### src/rtl/burst_seq_pkg.sv
package burst_seq_pkg;
  localparam int ROW_BITS   = 4;
  localparam int GROUP_BITS = 2;
  localparam int CNT_W      = ROW_BITS + 1;

  typedef enum logic [1:0] {
    LEN_4    = 2'd0,
    LEN_8    = 2'd1,
    LEN_16   = 2'd2,
    LEN_CONT = 2'd3
  } lenCode_e;

  // strobes from control to datapath
  typedef struct packed {
    logic load;
    logic step;
  } seqStrobes_t;
endpackage

### src/rtl/bsq_datapath.sv
module bsq_datapath
  import burst_seq_pkg::*;
#(
  parameter int ADDR_W = 8,
  parameter int LAT_W  = 4
) (
  input  logic              clk,
  input  logic              rstN,
  input  seqStrobes_t       strobes,
  input  logic [ADDR_W-1:0] startAddr,
  input  logic [1:0]        lenCode,
  input  logic              noWrap,
  input  logic [LAT_W-1:0]  latency,
  output logic [ADDR_W-1:0] addr,
  output logic              rowEnd,
  output logic              topEnd,
  output logic              isCont,
  output logic              linear,
  output logic [LAT_W-1:0]  stallLen,
  output logic [CNT_W-1:0]  lenM1
);
  lenCode_e                lenQ;
  logic                    noWrapQ;
  logic [LAT_W-1:0]        latQ;
  logic [GROUP_BITS-1:0]   offQ;
  logic [ROW_BITS-1:0]     mask;
  logic [ROW_BITS-1:0]     lowInc;
  logic [ADDR_W-1:0]       nextAddr;
  logic [LAT_W:0]          stallSum;

  always_ff @(posedge clk or negedge rstN) begin
    if (!rstN) begin
      lenQ    <= LEN_4;
      noWrapQ <= 1'b1;
      latQ    <= '0;
      offQ    <= '0;
      addr    <= '0;
    end else if (strobes.load) begin
      lenQ    <= lenCode_e'(lenCode);
      noWrapQ <= noWrap;
      latQ    <= latency;
      offQ    <= startAddr[GROUP_BITS-1:0];
      addr    <= startAddr;
    end else if (strobes.step) begin
      addr    <= nextAddr;
    end
  end

  always_comb begin
    isCont   = (lenQ == LEN_CONT);
    linear   = noWrapQ || isCont;
    lenM1    = isCont ? '1 : CNT_W'((5'd4 << lenQ) - 5'd1);
    mask     = lenM1[ROW_BITS-1:0];
    lowInc   = addr[ROW_BITS-1:0] + 1'b1;
    if (linear)
      nextAddr = addr + 1'b1;
    else
      nextAddr = {addr[ADDR_W-1:ROW_BITS],
                  (addr[ROW_BITS-1:0] & ~mask) | (lowInc & mask)};
    rowEnd   = &addr[ROW_BITS-1:0];
    topEnd   = &addr;
    stallSum = {1'b0, latQ} + (LAT_W+1)'(offQ);
    if (offQ == '0 || stallSum <= (LAT_W+1)'(4))
      stallLen = '0;
    else
      stallLen = LAT_W'(stallSum - (LAT_W+1)'(4));
  end
endmodule

### src/rtl/bsq_control.sv
module bsq_control
  import burst_seq_pkg::*;
#(
  parameter int LAT_W = 4
) (
  input  logic             clk,
  input  logic             rstN,
  input  logic             startReq,
  input  logic             stopReq,
  input  logic             rowEnd,
  input  logic             topEnd,
  input  logic             isCont,
  input  logic             linear,
  input  logic [LAT_W-1:0] stallLen,
  input  logic [CNT_W-1:0] lenM1,
  output seqStrobes_t      strobes,
  output logic             busy,
  output logic             dataValid,
  output logic             waitOut,
  output logic             burstDone
);
  logic [CNT_W-1:0] cnt;
  logic [LAT_W-1:0] stallCnt;
  logic             crossed;
  logic             lastWord;

  always_comb begin
    dataValid    = busy && (stallCnt == '0);
    waitOut      = busy && (stallCnt != '0);
    lastWord     = isCont ? (topEnd || stopReq) : (cnt == lenM1);
    burstDone    = dataValid && lastWord;
    strobes.load = !busy && startReq;
    strobes.step = dataValid && !lastWord;
  end

  always_ff @(posedge clk or negedge rstN) begin
    if (!rstN) begin
      busy     <= 1'b0;
      cnt      <= '0;
      stallCnt <= '0;
      crossed  <= 1'b0;
    end else if (strobes.load) begin
      busy     <= 1'b1;
      cnt      <= '0;
      stallCnt <= '0;
      crossed  <= 1'b0;
    end else if (waitOut) begin
      stallCnt <= stallCnt - 1'b1;
    end else if (burstDone) begin
      busy     <= 1'b0;
    end else if (strobes.step) begin
      cnt <= cnt + 1'b1;
      if (rowEnd && linear && !crossed) begin
        crossed  <= 1'b1;
        stallCnt <= stallLen;
      end
    end
  end
endmodule

### src/rtl/burst_addr_seq.sv
module burst_addr_seq
  import burst_seq_pkg::*;
#(
  parameter int ADDR_W = 8,
  parameter int LAT_W  = 4
) (
  input  logic              clk,
  input  logic              rstN,
  input  logic              startReq,
  input  logic [ADDR_W-1:0] startAddr,
  input  logic [1:0]        lenCode,
  input  logic              noWrap,
  input  logic [LAT_W-1:0]  latency,
  input  logic              stopReq,
  output logic [ADDR_W-1:0] addrOut,
  output logic              dataValid,
  output logic              waitOut,
  output logic              burstDone,
  output logic              busy
);
  seqStrobes_t      strobes;
  logic             rowEnd, topEnd, isCont, linear;
  logic [LAT_W-1:0] stallLen;
  logic [CNT_W-1:0] lenM1;

  bsq_datapath #(.ADDR_W(ADDR_W), .LAT_W(LAT_W)) i_datapath (
    .clk(clk), .rstN(rstN), .strobes(strobes), .startAddr(startAddr),
    .lenCode(lenCode), .noWrap(noWrap), .latency(latency), .addr(addrOut),
    .rowEnd(rowEnd), .topEnd(topEnd), .isCont(isCont), .linear(linear),
    .stallLen(stallLen), .lenM1(lenM1)
  );

  bsq_control #(.LAT_W(LAT_W)) i_control (
    .clk(clk), .rstN(rstN), .startReq(startReq), .stopReq(stopReq),
    .rowEnd(rowEnd), .topEnd(topEnd), .isCont(isCont), .linear(linear),
    .stallLen(stallLen), .lenM1(lenM1), .strobes(strobes), .busy(busy),
    .dataValid(dataValid), .waitOut(waitOut), .burstDone(burstDone)
  );
endmodule

### config.mk
export PLATFORM = sky130hd
export DESIGN_NAME = burst_addr_seq
export DESIGN_NICKNAME = d
export VERILOG_FILES = /design/src/rtl/burst_seq_pkg.sv /design/src/rtl/bsq_datapath.sv /design/src/rtl/bsq_control.sv /design/src/rtl/burst_addr_seq.sv
export SDC_FILE = /design/constraint.sdc
export NUM_CORES = 1
export LEC_CHECK = 0
export BUFFER_PORTS_ARGS = -buffer_cell sky130_fd_sc_hd__buf_2
export CAP_MARGIN = 40
export CORE_UTILIZATION = 55
export DETAILED_ROUTE_END_ITERATION = 8
export PLACE_DENSITY = 0.85
export SYNTH_ARGS = -nofsm -noshare
export SYNTH_HDL_FRONTEND = slang
export SYNTH_HIERARCHICAL = 1
export SYNTH_SLANG_ARGS = --single-unit
### constraint.sdc
create_clock -name clk -period 2.9 [get_ports clk]
set_input_delay 0.58 -clock clk [delete_from_list [all_inputs] [get_ports clk]]
set_output_delay 0.58 -clock clk [all_outputs]
set_load 0.1 [all_outputs]
# [Yosys cells after proc, flatten, opt, wreduce, memory -nomap -nowiden]
# Index checks and enable logic that the tools add are counted.
[totals] out_inout_bits=12 reg_bits=28 wordCells=80 inputBits=19
[op_classes] n_reduce_logical=29 n_shift=1 n_addsub=7 n_bitwise=4 n_mux=23 magnitude_cmp=1 n_eq_ne=5
[op_table] op="5-bit two-way mux" n=5
[op_table] op="4-bit two-way mux" n=6
[op_table] op="8-bit two-way mux" n=3
[op_table] op="1-bit two-way mux" n=9
[op_table] op="8-bit by 1-bit adder with 8-bit output (second input constant)" n=1
[op_table] op="4-bit AND" n=2
[op_table] op="4-bit AND reduction" n=2
[op_table] op="8-bit AND reduction" n=1
[op_table] op="2-bit nonzero test" n=4
[op_table] op="1-bit logical AND" n=7
[op_table] op="3-bit AND reduction" n=2
[op_table] op="3-bit nonzero test" n=2
[op_table] op="4-bit by 2-bit adder with 5-bit output" n=1
[op_table] op="5-bit by 1-bit adder with 5-bit output (second input constant)" n=1
[op_table] op="5-bit equality test" n=1
[op_table] op="5-bit by 3-bit less-or-equal comparator with 1-bit output (second input constant)" n=1
[op_table] op="3-bit by 2-bit << shifter with 5-bit output (first input constant)" n=1
[op_table] op="5-bit by 1-bit subtractor with 5-bit output (second input constant)" n=1
[op_table] op="4-bit by 1-bit adder with 4-bit output (second input constant)" n=1
[op_table] op="4-bit logical NOT" n=1
[op_table] op="2-bit by 1-bit != test with 1-bit output (second input constant)" n=2
[op_table] op="4-bit NOT" n=1
[op_table] op="4-bit bitwise OR" n=1
[op_table] op="2-bit AND reduction" n=2
[op_table] op="8 further kinds" n=12

# [Depth between registers and ports, before layout]
# Gate-level depths: netlist of run 1.
[depth] ltp_word=11 depth_mapped=13 depth_no_buf=13

# [Hierarchy]
# The synthesis of run 1 kept the hierarchy.
[modules_own_cells] module="bsq_datapath" cells_per_inst=107 area_per_inst_um2=1083.5 instances=1 seq_area_each_um2=426.7
[modules_own_cells] module="bsq_control" cells_per_inst=76 area_per_inst_um2=730.7 instances=1 seq_area_each_um2=275.3

# [Least setup slack after synthesis of run 1]
# Ideal clock, no wire load.
[synth_timing] path_type="register -> output" startpoint="register i_datapath.addr[0]" endpoint="output port burstDone" arrival_time_ns=3.079 stages_incl_launch_ff=7 setup_slack_ns=-0.759 cell_sequence="dfrtp_1 -> ha_1 -> nand4_1 -> nor2_1 -> o21a_1 -> a21oi_1 -> nor2_1"
[synth_via] elab_chain_cells=4
[synth_rtl] item="start: declaration" line="bsq_datapath.sv:14" source="output logic [ADDR_W-1:0] addr,"
[synth_rtl] item="start signal: assignment" line="bsq_datapath.sv:43" source="addr <= startAddr;"
[synth_rtl] item="start signal: assignment" line="bsq_datapath.sv:45" source="addr <= nextAddr;"
[synth_rtl] item="8-bit AND reduction" line="bsq_datapath.sv:61" source="topEnd = &addr;"
[synth_rtl] item="via topEnd" line="burst_addr_seq.sv:22" source="logic rowEnd, topEnd, isCont, linear;"
[synth_rtl] item="1-bit logical OR" line="bsq_control.sv:30" source="lastWord = isCont ? (topEnd || stopReq) : (cnt == lenM1);"
[synth_rtl] item="1-bit two-way mux" line="bsq_control.sv:30"
[synth_rtl] item="1-bit logical AND" line="bsq_control.sv:31" source="burstDone = dataValid && lastWord;"
[synth_rtl] item="end: declaration" line="burst_addr_seq.sv:18" source="output logic burstDone,"
# The timed path passes the listed nets, and every way through them passes these cells.

# [Worst setup path after layout of run 1]
[layout_timing] startpoint="register i_datapath.lenQ[1]" endpoint="output port burstDone"
[layout_via] elab_cells_between_ends=7 classes_between="add/sub: 1; eq/ne: 2; shift: 1; mux: 2; reduce/logical: 1"
[layout_rtl] item="start: declaration" line="bsq_datapath.sv:22" source="lenCode_e lenQ;"
[layout_rtl] item="start signal: assignment" line="bsq_datapath.sv:39" source="lenQ <= lenCode_e'(lenCode);"
[layout_rtl] item="2-bit equality test *" line="bsq_datapath.sv:50" source="isCont = (lenQ == LEN_CONT);"
[layout_rtl] item="via isCont" line="burst_addr_seq.sv:22"
[layout_rtl] item="5-bit two-way mux" line="bsq_datapath.sv:52" source="lenM1 = isCont ? '1 : CNT_W'((5'd4 << lenQ) - 5'd1);"
[layout_rtl] item="5-bit equality test" line="bsq_control.sv:30"
[layout_rtl] item="1-bit two-way mux *" line="bsq_control.sv:30"
[layout_rtl] item="1-bit logical AND *" line="bsq_control.sv:31"
# Mark *: on every way through the listed nets, which the timed path passes. The rest lies on a longest branch.

==> reports/metrics.cfg, run 1 <==
[logic_synthesis]
synth_top_family_by_area = simple AND/OR/NAND/NOR gates
synth_edf_count = 0
syn_avg_cell_area_um2 = 9.914
yosysSeqAreaShare_pct = 38.69
synth_area_leaders = dfrtp_1 (37%), mux2_2 (5.0%), mux2i_1 (4.4%), ha_1 (4.1%), nand2_1 (3.5%)
yosysTopAreaCell = dfrtp_1
synth-simple-area-share_pct = 17.45
synth-adder-area-share_pct = 5.241
syn_area_um2 = 1814
yosysTopAreaCellShare_pct = 37.24
ys_types = 52
synth_warnings = 6
yosys.area_share.xor_xnor_pct = 5.793
postSynth.asyncResetShare_pct = 100.0
ys.flop_type = dfrtp_1
syn_inst = 183
synthMuxAreaShare_pct = 10.00
synth-compound-area-share_pct = 15.66
synth_seq_cells = 28

[critical_path]
crit_fanout = 7
critPathKind = flip-flop to primary output
start_kind = flip-flop
end_kind = primary output
worstPathRequired_ps = 2320
rr_worst_depth = 13
r2r_slack_ps = 230
worstPathArrival_ps = 2170

[floorplanning]
start_util_pct = 58.47
design.core.area_um2 = 3103
row_count = 20
dieArea_um2 = 3533
ios = 31
fp.dieH_um = 59.44
die_w_um = 59.44

[drt]
num_vias = 1412
postRouteAntennaNets = 0
drc_errors = 0
vias_per_cell = 5.537
drt_iter0_markers = 47
dr.pass1.iters = 4
wirelength_um = 3379
wire_per_inst_um = 13.25

[cts]
clk_pin_slew_worst_paths_ps = 150
cts_hold_buf = 0
clockRootBuffer = clkbuf_4
htreeDepth = 1
cts_tree = yes
cts_buffers = 3
clock_latency_ps = 320
cts_buffer_depth = 2
clock-sinks = 28

[sta]
finalSetupViolCount = 0
slew-limit-headroom_pct = 58.68
hold_violations = 0
fmax_mhz = 363.7
tightest_slew_ps = 619.8
period_share_pct = 94.81
post-route-min-period_ps = 2749
holdWs_ps = 243.3
skew_ps = 6.797
rsz0062_at_grt = false
report.final.slew_viol_count = 0
setup_tns_ps = 0

[final_layout]
fillers = 285
regArea_um2 = 704.4
syn2layout_area_growth_pct = 10.83
final_nets = 238
antennaDiodeCount = 0
drive_gt1_share_pct = 27.96
multi_input_area_um2 = 1002

[place]
io_buffer_count = 30
gp_congestion = 0.8947
hpwlAfterDp_um = 2599

[global_route]
antenna_found_initial = 0
grtUsageMet3_pct = 1.965
use_met1_pct = 29.79
grt_pass1_vias = 1379
grt-ovfl-total = 0
track_usage_pct = 22.02
grt_max_degree = 29
busiest_layer = met2
use_met2_pct = 37.72
grt_pass1_wl_um = 6030

[hold_path]
hold_path_class = primary input to async pin

[status]
status = finished, final reports clean

[run]
max_cap_viol_count = 0

final cells by class:
| cell class | instances | share of cell area [%] |
|---|---|---|
| multi-input combinational | 134 | 49.84 |
| timing repair buffer | 33 | 8.712 |
| clock buffer | 4 | 1.307 |
| inverter | 12 | 2.365 |
| tap | 44 | 2.738 |
| sequential | 28 | 35.03 |
flip-flops by register name (all words and copies together), names as in the netlist, named ones only:
register and count:
i_control/stallCnt 4, i_datapath/lenQ 2, i_datapath/latQ 4, i_datapath/offQ 2
i_control/busy 1, i_datapath/noWrapQ 1, i_control/crossed 1, i_control/cnt 5
i_datapath/addr 6
cell usage after synthesis (all sizes together) (3+ instances only):
library cell / count
dfrtp: 27
nand2: 17
o21ai: 13
inv: 12
nor2: 12
mux2: 9
mux2i: 8
a21oi: 7
xor2: 7
buf: 6
ha: 6
a211oi: 5
nand4: 5
xnor2: 5
and4: 4
clkbuf: 4
nor3: 4
nand3: 3
nor2b: 3
worst max-delay path, stage by stage, from the launching register on:
cell,delay (ps)
dfrtp_1,490
and2_4,200
xor2_1,190
nor4_4,400
a21oi_1,170
nor2_4,100
buf_4,300
layer usage:
metal  up-vias  share of wire [%]
met5         -                  0
met4         0               0.50
met3         2                3.4
met2        31                 49
met1       679                 47
li1        700                  -
placed cells by master, fill, tap and decap left out, types with 5 or more instances in the layout:
cell,netlist,layout
a21oi_1,6,6
buf_2,1,29
dfrtp_1,27,25
ha_1,6,6
inv_1,11,11
mux2_2,8,8
mux2i_1,8,8
nand2_1,17,17
nor2_1,11,10
o21ai_0,10,10
xnor2_1,5,5
xor2_1,7,7
final timing paths:
check	from	to
min in group clk	startAddr[5]	i_datapath/addr[5]
max in group asynchronous	rstN	i_datapath/addr[0]
hold reg to reg	i_control/cnt[4]	i_control/cnt[4]
setup / recovery	i_datapath/lenQ[1]	burstDone
hold / removal	rstN	i_datapath/latQ[1]
setup reg to reg	i_datapath/offQ[0]	i_control/stallCnt[2]
stage by stage:
step                std cells  cell area [µm²]  utilization, %  setup slack [ps]
CTS                       255             2003           64.56             7.486
global route              255             2011           64.80             9.025
detailed placement        251             1977           63.71             238.7
global placement          251             1977           63.71             370.1
finish                    255             2011           64.80             150.6
floorplan                 184             1828               -             188.1
cells by family (layout without fill, tap and decap cells):
family / Yosys count / count (layout)
mux: 17 / 17
other cells: 1 / 2
xor+xnor: 12 / 12
compound gates: 40 / 40
buf+inv: 22 / 49
flops: 28 / 28
simple gates: 56 / 56
fa+ha+maj: 7 / 7
what timing repair did:
action,4_1_cts,5_1_grt
buffers inserted,0,0
endpoints found under the setup margin,0,2
resized for setup,0,3
Power of run 1 is not shown: default switching activity piles up to over one toggle a cycle in this logic, so the estimate is an artifact.
==> run 2, diff against run 1 <==
--- a/config.mk
+++ b/config.mk
@@ -9,7 +9,7 @@
 export CAP_MARGIN = 40
 export CORE_UTILIZATION = 55
 export DETAILED_ROUTE_END_ITERATION = 8
-export PLACE_DENSITY = 0.85
+export PLACE_DENSITY = 0.78
 export SYNTH_ARGS = -nofsm -noshare
 export SYNTH_HDL_FRONTEND = slang
 export SYNTH_HIERARCHICAL = 1
==> run 2 against run 1 <==
- final cell count unchanged
- critical path type unchanged
- non-clock buffer count stayed put
- first-iteration DRC count down 8.5%
- largest cell class unchanged
- maximum frequency decreased by 0.98%
==> reports/metrics.cfg, run 2 (same netlist as run 1, synthesis figures left out) <==
[drt]
postRouteAntennaNets = 0  ; unchanged
drt_iter0_markers = 43  ; was 47
drc_errors = 0  ; unchanged
num_vias = 1438  ; was 1,412
wl_met1_um = 1676  ; was 1584 µm
highest_layer = met4  ; unchanged
met2_length_um = 1746  ; was 1662 µm
dr_wl_met3_um = 132  ; was 115 µm
wirelength_um = 3632  ; was 3379 µm
wire_per_inst_um = 14.24  ; was 13.25 µm
vias_per_cell = 5.639  ; was 5.537
dr.pass1.iters = 5  ; was 4

[floorplanning]
die_w_um = 59.44  ; unchanged
start_util_pct = 58.47  ; unchanged
fp.dieH_um = 59.44  ; unchanged
ios = 31  ; unchanged
row_count = 20  ; unchanged
design.core.area_um2 = 3103  ; unchanged
dieArea_um2 = 3533  ; unchanged

[run]
max_cap_viol_count = 0  ; unchanged

[cts]
clock-sinks = 28  ; unchanged
cts_buffer_depth = 2  ; unchanged
cts_buffers = 3  ; unchanged
post_cts_buffers = 0  ; unchanged
clk_pin_slew_worst_paths_ps = 160  ; was 150 ps
clockRootBuffer = clkbuf_4  ; unchanged
htreeDepth = 1  ; unchanged
cts_tree = yes  ; unchanged
clock_latency_ps = 340  ; was 320 ps

[sta]
skew_ps = 7.241  ; was 6.797 ps
period_share_pct = 95.74  ; was 94.81%
tightest_slew_ps = 633.6  ; was 619.8 ps
setup_tns_ps = 0  ; unchanged
post-route-min-period_ps = 2777  ; was 2749 ps
hold_violations = 0  ; unchanged
fmax_mhz = 360.2  ; was 363.7 MHz
slew-limit-headroom_pct = 57.76  ; was 58.68%
rsz0062_at_grt = false  ; unchanged
finalSetupViolCount = 0  ; unchanged
report.final.slew_viol_count = 0  ; unchanged

[global_route]
antenna_found_initial = 0  ; unchanged
grt-ovfl-total = 0  ; unchanged
grt_max_degree = 29  ; unchanged
track_usage_pct = 23.04  ; was 22.02%
grt_pass1_wl_um = 6113  ; was 6030 µm
grt_pass1_vias = 1388  ; was 1,379

[final_layout]
largest_reg_flops = 6  ; unchanged
syn2layout_area_growth_pct = 12.41  ; was 10.83%
final_common_cell = buf_2  ; unchanged
biggestRegsByFlops = i_datapath/addr: 6 flops, i_control/cnt: 5 flops  ; unchanged
largest-register = i_datapath/addr  ; unchanged
drive_gt1_share_pct = 28.91  ; was 27.96%
stdcell_count = 255  ; unchanged
antennaDiodeCount = 0  ; unchanged
final_nets = 238  ; unchanged
final_cell_mix = buf_2 (29), dfrtp_1 (25), nand2_1 (17)  ; unchanged

[critical_path]
end_kind = primary output  ; unchanged
worstPathRequired_ps = 2320  ; about the same
critPathKind = flip-flop to primary output  ; unchanged
r2r_slack_ps = 270  ; was 230 ps
crit_start = i_datapath/lenQ[1]  ; unchanged
crit_fanout = 7  ; unchanged
r2r-end = i_control/stallCnt[2]  ; unchanged
r2r_start = i_datapath/offQ[0]  ; unchanged
worstPathArrival_ps = 2200  ; was 2170 ps
crit_end = burstDone  ; unchanged
rr_worst_depth = 13  ; unchanged
start_kind = flip-flop  ; unchanged

[status]
status = finished, final reports clean  ; unchanged

[hold_path]
hold_path_class = primary input to async pin  ; unchanged

[place]
io_buffer_count = 30  ; unchanged
gp_congestion = 0.8352  ; was 0.8947
dp_cells = 251  ; unchanged
hpwlAfterDp_um = 2653  ; was 2599 µm

## run 2: metrics by stage
step                      util [%]  cell area [µm²]  hold WS, ps  setup WS (ps)
after global routing         65.73             2039        256.1          5.319
final                        65.73             2039        228.6          123.4
after detailed placement     63.71             1977        497.4          197.8
after CTS                    65.40             2029        246.2          14.03
after floorplan                  -             1828        284.4          188.1
after global placement       63.71             1977        480.4          370.4
## run 2: layout make-up
cell class,instances,area (µm²)
repair buffers,33,175.2
flip-flops and latches,28,704.4
fillers,282,1064
clock buffers,3,22.52
well taps,44,55.05
clock inverters,1,30.03
inverters,12,47.55
multi-input cells,134,1005
## run 2: worst min path at each step
stage	from	end	slack (ps)	depth (start not counted)
after floorplan	rstN	i_control/busy	280	0
after global routing	rstN	i_control/stallCnt[1]	260	1
after detailed placement	i_control/cnt[4]	i_control/cnt[4]	500	1
final	rstN	i_control/stallCnt[3]	230	1
after global placement	i_control/cnt[4]	i_control/cnt[4]	480	1
after CTS	rstN	i_control/stallCnt[3]	250	1
## run 2: what timing repair did
| item | 4_1_cts | 5_1_grt |
|---|---|---|
| endpoints found under the setup margin | 0 | 2 |
| resized for setup | 0 | 3 |
| hold buffers | 0 | 0 |
## run 2: metal layers
metal  vias up  GRT usage, %
met2        33         36.92
met3         7         1.965
met5         -             0
li1        706             -
met1       692         31.47
met4         0         10.88
## run 2: worst max-delay path, stage by stage, from the launching register on
cell and delay (ps):
dfrtp_1 490, and2_4 210, xor2_1 180, nor4_4 390, a21oi_1 170, nor2_4 90
clkbuf_4 320
Power of run 2 is left out for the same reason.
